`src/rtl/casc_intc_pkg.sv`:
```
package casc_intc_pkg;
  localparam int NUM_SRC       = 32;
  localparam int NPORT         = 3;
  localparam int SUBS_PER_PORT = 3;
  localparam int CONV_SUBS     = 2;
  localparam int NUM_SUB       = NPORT * SUBS_PER_PORT + CONV_SUBS;
  localparam int NGRP          = NPORT + 1;
  localparam int ADDR_W        = 3;

  typedef enum logic [ADDR_W-1:0] {
    A_SRCPND  = 3'd0,
    A_MASK    = 3'd1,
    A_INTPND  = 3'd2,
    A_SUBPND  = 3'd3,
    A_SUBMASK = 3'd4
  } reg_addr_e;

  // parent position fed by each sub-source group
  function automatic int grp_parent(input int g);
    case (g)
      0:       return 28;
      1:       return 23;
      2:       return 15;
      default: return 31;
    endcase
  endfunction

  // sub-source bits belonging to group g
  function automatic logic [NUM_SUB-1:0] grp_bits(input int g);
    if (g < NPORT)
      return NUM_SUB'(((1 << SUBS_PER_PORT) - 1) << (g * SUBS_PER_PORT));
    else
      return NUM_SUB'(((1 << CONV_SUBS) - 1) << (NPORT * SUBS_PER_PORT));
  endfunction

  function automatic logic [NUM_SRC-1:0] casc_vec();
    logic [NUM_SRC-1:0] v;
    v = '0;
    for (int g = 0; g < NGRP; g++) v[grp_parent(g)] = 1'b1;
    return v;
  endfunction
endpackage

```
`src/rtl/casc_intc_edge.sv`:
```
module casc_intc_edge #(
  parameter int W = 8
) (
  input  logic         clk,
  input  logic         rst,
  input  logic [W-1:0] din,
  output logic [W-1:0] rise
);
  logic [W-1:0] din_q;

  always_ff @(posedge clk) begin
    if (rst) din_q <= '0;
    else     din_q <= din;
  end

  assign rise = din & ~din_q;
endmodule

```
`src/rtl/casc_intc_pick.sv`:
```
module casc_intc_pick #(
  parameter int W = 32
) (
  input  logic [W-1:0] req,
  output logic [W-1:0] grant
);
  // isolate the lowest set bit
  assign grant = req & (~req + W'(1));
endmodule

```
`src/rtl/casc_intc_sub.sv`:
```
module casc_intc_sub
  import casc_intc_pkg::*;
#(
  parameter int NSUB = NUM_SUB,
  parameter int NG   = NGRP
) (
  input  logic            clk,
  input  logic            rst,
  input  logic [NSUB-1:0] sub_in,
  input  logic            clr_en,
  input  logic            msk_we,
  input  logic [NSUB-1:0] wbits,
  output logic [NSUB-1:0] sub_pnd,
  output logic [NSUB-1:0] sub_msk,
  output logic [NG-1:0]   grp_hit
);
  logic [NSUB-1:0] sub_rise;
  logic [NSUB-1:0] clr_bits;

  casc_intc_edge #(.W(NSUB)) u_edge (
    .clk (clk),
    .rst (rst),
    .din (sub_in),
    .rise(sub_rise)
  );

  assign clr_bits = clr_en ? wbits : '0;

  always_ff @(posedge clk) begin
    if (rst) begin
      sub_pnd <= '0;
      sub_msk <= '1;
    end else begin
      sub_pnd <= (sub_pnd & ~clr_bits) | sub_rise;
      if (msk_we) sub_msk <= wbits;
    end
  end

  for (genvar g = 0; g < NG; g++) begin : g_grp
    assign grp_hit[g] = |(sub_pnd & ~sub_msk & grp_bits(g));
  end

  // written ones clear unless an edge arrives together
  a_r5_sub_w1c: assert property (@(posedge clk) disable iff (rst)
    clr_en |=> ((sub_pnd & $past(clr_bits & ~sub_rise)) == '0));

  // an edge always lands in sub-pending
  a_r3_sub_rise: assert property (@(posedge clk) disable iff (rst)
    (sub_rise != '0) |=> ((sub_pnd & $past(sub_rise)) == $past(sub_rise)));
endmodule

```
`src/rtl/casc_intc.sv`:
```
module casc_intc
  import casc_intc_pkg::*;
(
  input  logic               clk,
  input  logic               rst,
  input  logic [NUM_SRC-1:0] src_in,
  input  logic [NUM_SUB-1:0] sub_in,
  input  logic               wr_en,
  input  logic [ADDR_W-1:0]  addr,
  input  logic [NUM_SRC-1:0] wdata,
  output logic [NUM_SRC-1:0] rdata,
  output logic               irq_o
);
  localparam logic [NUM_SRC-1:0] CASC = casc_vec();

  logic [NUM_SRC-1:0] src_pnd, src_mask, int_pnd;
  logic [NUM_SRC-1:0] src_rise, set_vec, pick;
  logic [NUM_SRC-1:0] src_pnd_n, mask_n, int_kept, int_n;
  logic [NUM_SUB-1:0] sub_pnd, sub_msk;
  logic [NGRP-1:0]    grp_hit;
  logic               wr_src, wr_msk, wr_int, wr_sub, wr_smsk, irq_n;

  assign wr_src  = wr_en && (addr == A_SRCPND);
  assign wr_msk  = wr_en && (addr == A_MASK);
  assign wr_int  = wr_en && (addr == A_INTPND);
  assign wr_sub  = wr_en && (addr == A_SUBPND);
  assign wr_smsk = wr_en && (addr == A_SUBMASK);

  casc_intc_edge #(.W(NUM_SRC)) u_src_edge (
    .clk (clk),
    .rst (rst),
    .din (src_in),
    .rise(src_rise)
  );

  casc_intc_sub #(.NSUB(NUM_SUB), .NG(NGRP)) u_sub (
    .clk    (clk),
    .rst    (rst),
    .sub_in (sub_in),
    .clr_en (wr_sub),
    .msk_we (wr_smsk),
    .wbits  (wdata[NUM_SUB-1:0]),
    .sub_pnd(sub_pnd),
    .sub_msk(sub_msk),
    .grp_hit(grp_hit)
  );

  casc_intc_pick #(.W(NUM_SRC)) u_pick (
    .req  (src_pnd & ~src_mask),
    .grant(pick)
  );

  always_comb begin
    set_vec = src_rise & ~CASC;
    for (int g = 0; g < NGRP; g++)
      set_vec[grp_parent(g)] = set_vec[grp_parent(g)] | grp_hit[g];
    src_pnd_n = (src_pnd & ~(wr_src ? wdata : '0)) | set_vec;
    mask_n    = wr_msk ? wdata : src_mask;
    int_kept  = int_pnd & ~(wr_int ? wdata : '0);
    int_n     = (int_kept != '0) ? int_kept : pick;
    irq_n     = |(int_n & ~mask_n);
  end

  always_ff @(posedge clk) begin
    if (rst) begin
      src_pnd  <= '0;
      src_mask <= '1;
      int_pnd  <= '0;
      irq_o    <= 1'b0;
      rdata    <= '0;
    end else begin
      src_pnd  <= src_pnd_n;
      src_mask <= mask_n;
      int_pnd  <= int_n;
      irq_o    <= irq_n;
      case (addr)
        A_SRCPND:  rdata <= src_pnd;
        A_MASK:    rdata <= src_mask;
        A_INTPND:  rdata <= int_pnd;
        A_SUBPND:  rdata <= NUM_SRC'(sub_pnd);
        A_SUBMASK: rdata <= NUM_SRC'(sub_msk);
        default:   rdata <= '0;
      endcase
    end
  end

  // state right after reset
  a_r1_reset_state: assert property (@(posedge clk)
    $past(rst) |-> (src_mask == '1 && int_pnd == '0 && src_pnd == '0 && !irq_o));

  // never more than one held source
  a_r6_onehot: assert property (@(posedge clk) disable iff (rst)
    $onehot0(int_pnd));

  // a held source stays until written away
  a_r6_hold: assert property (@(posedge clk) disable iff (rst)
    (int_pnd != '0 && !wr_int) |=> (int_pnd == $past(int_pnd)));

  // request agrees with held bit and its mask
  a_r7_irq_match: assert property (@(posedge clk) disable iff (rst)
    irq_o == |(int_pnd & ~src_mask));

  // a direct edge always reaches source-pending
  a_r2_edge_sets: assert property (@(posedge clk) disable iff (rst)
    ((src_rise & ~CASC) != '0) |=>
      ((src_pnd & $past(src_rise & ~CASC)) == $past(src_rise & ~CASC)));

  for (genvar g = 0; g < NGRP; g++) begin : g_chk
    localparam int P = grp_parent(g);
    // a live unmasked sub-source drives its parent
    a_r4_parent_set: assert property (@(posedge clk) disable iff (rst)
      grp_hit[g] |=> src_pnd[P]);
  end
endmodule

```
`config.mk`:
```
export PLATFORM = sky130hd
export DESIGN_NAME = casc_intc
export DESIGN_NICKNAME = d
export VERILOG_FILES = /design/src/rtl/casc_intc_pkg.sv /design/src/rtl/casc_intc_edge.sv /design/src/rtl/casc_intc_pick.sv /design/src/rtl/casc_intc_sub.sv /design/src/rtl/casc_intc.sv
export SDC_FILE = /design/constraint.sdc
export NUM_CORES = 1
export LEC_CHECK = 0
export CAP_MARGIN = 20
export CORE_MARGIN = 10
export CORE_UTILIZATION = 55
export DETAILED_ROUTE_END_ITERATION = 10
export PLACE_DENSITY = 0.79
export SLEW_MARGIN = 25
export SYNTH_ARGS = -nofsm -noshare
export SYNTH_HDL_FRONTEND = slang
export SYNTH_HIERARCHICAL = 1
export SYNTH_SLANG_ARGS = --single-unit
```
`constraint.sdc`:
```
create_clock -name clk -period 3.68 [get_ports clk]
set_clock_uncertainty 0.15 [all_clocks]
set_input_delay 0.368 -clock clk [delete_from_list [all_inputs] [get_ports clk]]
set_output_delay 0.368 -clock clk [all_outputs]
set_load 0.005 [all_outputs]
```
==> results of run 1 <==
per-layer routing:
| layer | share of wire | routed length (um) | vias to the layer above |
|---|---|---|---|
| li1 | - | - | 3837 |
| met1 | 0.45 | 11580 | 3764 |
| met2 | 0.45 | 11690 | 350 |
| met3 | 0.081 | 2099 | 35 |
| met4 | 0.020 | 512 | 0 |
| met5 | 0 | 0 | - |
sequential cells by signal, indices dropped and copies added (netlist names):
name,cells
int_pnd,32
u_sub/u_edge/din_q,11
u_sub/sub_msk,11
rdata,32
u_src_edge/din_q,28
src_mask,32
src_pnd,32
u_sub/sub_pnd,11
irq_o,1
through the flow:
stage	util	hold slack [ns]	area [um2]	std cells
3_3_place_gp	0.6474	0.3315	9951	1329
3_5_place_dp	0.6474	0.3422	9951	1329
2_1_floorplan	-	0.2896	8712	1052
5_1_grt	0.6836	0.07688	10510	1360
6_report	0.6836	0.07770	10510	1360
4_1_cts	0.6836	0.07703	10510	1360
worst min path at each step:
stage / startpoint / endpoint / slack, ns / depth (start not counted)
after global placement: src_pnd[14] / src_pnd[14] / 0.33 / 2
after floorplan: rst / u_src_edge/din_q[29] / 0.29 / 1
final: rst / u_src_edge/din_q[1] / 0.08 / 2
after global routing: rst / u_src_edge/din_q[27] / 0.08 / 2
after detailed placement: u_sub/sub_pnd[9] / u_sub/sub_pnd[9] / 0.34 / 2
after CTS: rst / u_src_edge/din_q[1] / 0.08 / 2
where the power goes:
group / leakage [nW] / internal [W] / total [W] / switching [W]
logic: 2.17 / 0.000254 / 0.000566 / 0.000312
clock network: 0.269 / 0.000956 / 0.00176 / 0.000800
registers: 1.56 / 0.00215 / 0.00221 / 0.0000555
total: 4.00 / 0.00336 / 0.00453 / 0.00117
worst max-delay path, delay by kind of cell (launching register included):
kind,cells,cell delay (ns)
compound gates,3,0.52
flops,1,0.34
simple gates,5,2.20
area by class of cell:
type | instances | area (um2) | area share
well taps | 211 | 264.0 | 0.02512
repair buffers | 130 | 1291 | 0.1229
flip-flops and latches | 190 | 3804 | 0.3620
multi-input cells | 773 | 4498 | 0.4281
inverters | 25 | 93.84 | 0.008931
clock inverters | 7 | 55.05 | 0.005239
clock buffers | 24 | 501.7 | 0.04775
==> flow_summary.toml, run 1 <==
[global_routing]
antenna_found_initial = 0
grt.met1_usage = 0.3131
maximum_number_of_pins_on_one_net_before_global_route_repair = 152
globalRoute.busiestLayer = "met2"
global_route_met3_utilization = 0.05588
grt.overflow.total = 0
first_global_vias = 7647
grt_pass1_wl_um = 41140
global_route.usage.total = 0.2363
global_routing_usage_on_met2 = 0.3710

[timing]
finalCritPeriodShare = 0.8959
rsz0062_at_grt = "false"
finalHoldViolCount = 0
fmax_mhz = 303.3
slew_violations = 0
relSlewSlack = 0.5126
setup_total_negative_slack_ns = 0
measured_slew_at_the_worst_slew_check_pin_ns = 0.7312
post-route-min-period_ns = 3.297
setup-violations-final = 0
setup_ws_ns = 0.3832

[outcome]
status = "complete, no violations"

[worst_setup_path]
cp_slowest_cell = "sky130_fd_sc_hd__or4_4"
timing.reg2reg.setup_slack_ns = 0.38
worst_path_most_repeated_cell = "sky130_fd_sc_hd__or4_4"
critPathKind = "reg2reg"
worstPathMaxFanout = 21
timing.critical_path.cells = "nor2b_1 -> or4_4 -> or4_4 -> nor4b_1 -> a32oi_1 -> nand4_1 -> o41ai_1 -> a31oi_1"
endpoint_kind_of_the_worst_setup_timing_path = "flop"
worst_ep_arrival_time_ns = 3.51
cp_data_required_time_ns = 3.89
ff2ff_path_depth = 8
regToRegEndpoint = "irq_o"
setup.worst_path.start_class = "flop"
critical_path.startpoint = "src_pnd[2]"
cp-endpoint = "irq_o"
critical_path.max_stage_delay_ns = 0.70
worst_r2r_startpoint = "src_pnd[2]"

[cts]
cts_h_tree_depth = 4
cts.sink_count = 190
tritoncts.num_buffers = 17
cts_hold_buf = 0
cts_tree = "built"
worst_setup_hold_path_clk_slew_ns = 0.07
cts_setup_buffers = 0
cts_resized = 0
cts.root.buffer_cell = "sky130_fd_sc_hd__clkbuf_16"
ctsLongestPathBuffers = 2
clk-insertion-delay-late_ns = 0.44

[detailed_routing]
routed_wl_um = 25880
viasPerCell = 5.872
post_drt_wl_per_cell_um = 19.03
first_iter_violations = 1043
drcViolationCount = 0
drt_first_pass_iters = 6
detailroute.via_count = 7986
ant_nets = 0

[run]
maxCapViolations = 0

[placed_design]
place_hpwl_um = 18240
dpl_worst_slack_ns = 0.3608
port_buffers = 109
place_congestion = 0.9511

[power]
power-per-cell-area_mw_per_mm2 = 430.9
static-leakage-power_nw = 3.999
irDropWorstVdd_mv = 0.4299
power.total_w = 0.004528

[layout]
most-common-layout-cells = "sky130_fd_sc_hd__dfxtp_1 (190), sky130_fd_sc_hd__nor2_1 (138), sky130_fd_sc_hd__a21oi_1 (121)"
drive_gt1_frac = 0.05918
layout_commonest_cell = "sky130_fd_sc_hd__dfxtp_1"
antenna_cells_inserted = 0
areaGrowthSynthToFinish_pct = 20.61
final_net_count = 1218
fill_cells = 1322

[floorplan]
placeableCoreArea_mm2 = 0.01537
area_enclosed_by_the_die_boundary_mm2 = 0.02127
initial_core_util = 0.5668
die_height_um = 145.9
row_count = 45
fp.dieW_um = 145.9
pin_count = 114

[synthesis]
ys_warn_count = 6
post_synthesis_net_count = 1133
netlist_instances = 1052
syn_area_mm2 = 0.008712
synth.avg_cell_area_um2 = 8.281

[min_path]
min-delay-path-class = "in2reg"
Power figures use the tool's default switching activity.
==> inputs of run 2 (changes only) <==
--- a/config.mk
+++ b/config.mk
@@ -7,9 +7,8 @@
 export LEC_CHECK = 0
 export CAP_MARGIN = 20
 export CORE_MARGIN = 10
-export CORE_UTILIZATION = 55
+export CORE_UTILIZATION = 35
 export DETAILED_ROUTE_END_ITERATION = 10
-export PLACE_DENSITY = 0.79
 export SLEW_MARGIN = 25
 export SYNTH_ARGS = -nofsm -noshare
 export SYNTH_HDL_FRONTEND = slang
==> flow_summary.toml, run 2 (same netlist as run 1, synthesis figures left out) <==
[global_routing]
global_route.usage.total = 0.1767
grt.overflow.total = 0
antenna_found_initial = 0
grt_pass1_wl_um = 43730
first_global_vias = 7767
maximum_number_of_pins_on_one_net_before_global_route_repair = 101

[floorplan]
fp.dieW_um = 177.8
row_count = 57
pin_count = 114
placeableCoreArea_mm2 = 0.02439
die_height_um = 177.8
initial_core_util = 0.3572
area_enclosed_by_the_die_boundary_mm2 = 0.03160

[timing]
fmax_mhz = 307.5
rsz0062_at_grt = "false"
slew_violations = 0
post-route-min-period_ns = 3.252
setup-violations-final = 0
setup_total_negative_slack_ns = 0
setup_ws_ns = 0.4275
relSlewSlack = 0.4769
measured_slew_at_the_worst_slew_check_pin_ns = 0.7738
finalCritPeriodShare = 0.8838
finalHoldViolCount = 0

[detailed_routing]
drt_first_pass_iters = 8
post_drt_wl_per_cell_um = 18.90
detailroute.via_count = 7861
viasPerCell = 5.308
first_iter_violations = 711
ant_nets = 0
drcViolationCount = 0
routed_wl_um = 27990

[run]
maxCapViolations = 0

[cts]
cts_resized = 0
cts_hold_buf = 0
clk-insertion-delay-late_ns = 0.44
cts_tree = "built"
cts_h_tree_depth = 4
worst_setup_hold_path_clk_slew_ns = 0.07
cts.sink_count = 190
ctsLongestPathBuffers = 2
cts.root.buffer_cell = "sky130_fd_sc_hd__clkbuf_16"
cts_setup_buffers = 0
tritoncts.num_buffers = 17

[worst_setup_path]
critPathBufInv = 0
critical_path.max_stage_delay_ns = 0.71
cp_data_required_time_ns = 3.89
worst_ep_arrival_time_ns = 3.46
worstPathMaxFanout = 21
timing.critical_path.cells = "nor2b_1 -> or4_4 -> or4_4 -> nor4b_1 -> a32oi_1 -> nand4_1 -> o41ai_1 -> a31oi_1"
setup.worst_path.start_class = "flop"
cp_top_family = "simple AND/OR/NAND/NOR gates"
endpoint_kind_of_the_worst_setup_timing_path = "flop"
cp_slowest_cell = "sky130_fd_sc_hd__or4_4"
worst_path_most_repeated_cell = "sky130_fd_sc_hd__or4_4"
critPathKind = "reg2reg"
timing.reg2reg.setup_slack_ns = 0.43

[placed_design]
place_hpwl_um = 20280
dpl_worst_slack_ns = 0.5121
port_buffers = 109
place_congestion = 0.9323

[min_path]
min-delay-path-class = "in2reg"

[layout]
antenna_cells_inserted = 0
most-common-layout-cells = "sky130_fd_sc_hd__dfxtp_1 (190), sky130_fd_sc_hd__nor2_1 (138), sky130_fd_sc_hd__a21oi_1 (121)"
areaGrowthSynthToFinish_pct = 23.32
final_net_count = 1225
drive_gt1_frac = 0.06655
layout_commonest_cell = "sky130_fd_sc_hd__dfxtp_1"

[power]
static-leakage-power_nw = 4.055
power-per-cell-area_mw_per_mm2 = 436.0
irDropWorstVdd_mv = 0.2274

[outcome]
status = "complete, no violations"
run 2: stage by stage:
step / power, W / instances / area [um2] / utilization / hold WS (ns)
final: 0.004684 / 1481 / 10740 / 0.4405 / 0.2912
after detailed placement: 0.002830 / 1449 / 10140 / 0.4159 / 0.3487
after global placement: 0.002822 / 1449 / 10140 / 0.4159 / 0.3362
after floorplan: 0.002567 / 1052 / 8712 / - / 0.2896
after CTS: 0.004724 / 1481 / 10740 / 0.4405 / 0.3162
after global routing: 0.004875 / 1481 / 10740 / 0.4405 / 0.3240
run 2: metal layers:
layer,up-vias,global-route usage,part of all wire
li1,3848,-,-
met1,3689,0.2323,0.45
met2,278,0.2813,0.46
met3,46,0.03315,0.067
met4,0,0.06738,0.026
met5,-,0,0
run 2: worst paths after layout:
kind,startpoint,to,depth (start not counted)
max reg2reg,src_pnd[2],irq_o,8
max,src_pnd[2],irq_o,8
min,rst,src_pnd[11],2
min reg2reg,u_sub/sub_pnd[9],u_sub/sub_pnd[9],2
run 2: layout make-up:
class,instances,area [um2]
timing repair buffer,137,1344
clock inverter,11,128.9
sequential,190,3804
clock buffer,21,470.5
fill,2486,13650
tap,324,405.4
multi-input combinational,773,4498
inverter,25,93.84
run 2: worst reg2reg max path, delay by kind of cell (launching register included):
kind | cells | cell delay [ns]
and+or+nand+nor | 5 | 2.21
DFF | 1 | 0.32
AOI/OAI and AO/OA | 3 | 0.51
run 2: report_power, final:
part,leakage [nW],internal (W),switching (W)
sequential,1.56,0.00215,0.0000544
clock,0.291,0.00106,0.000832
combinational,2.20,0.000261,0.000322
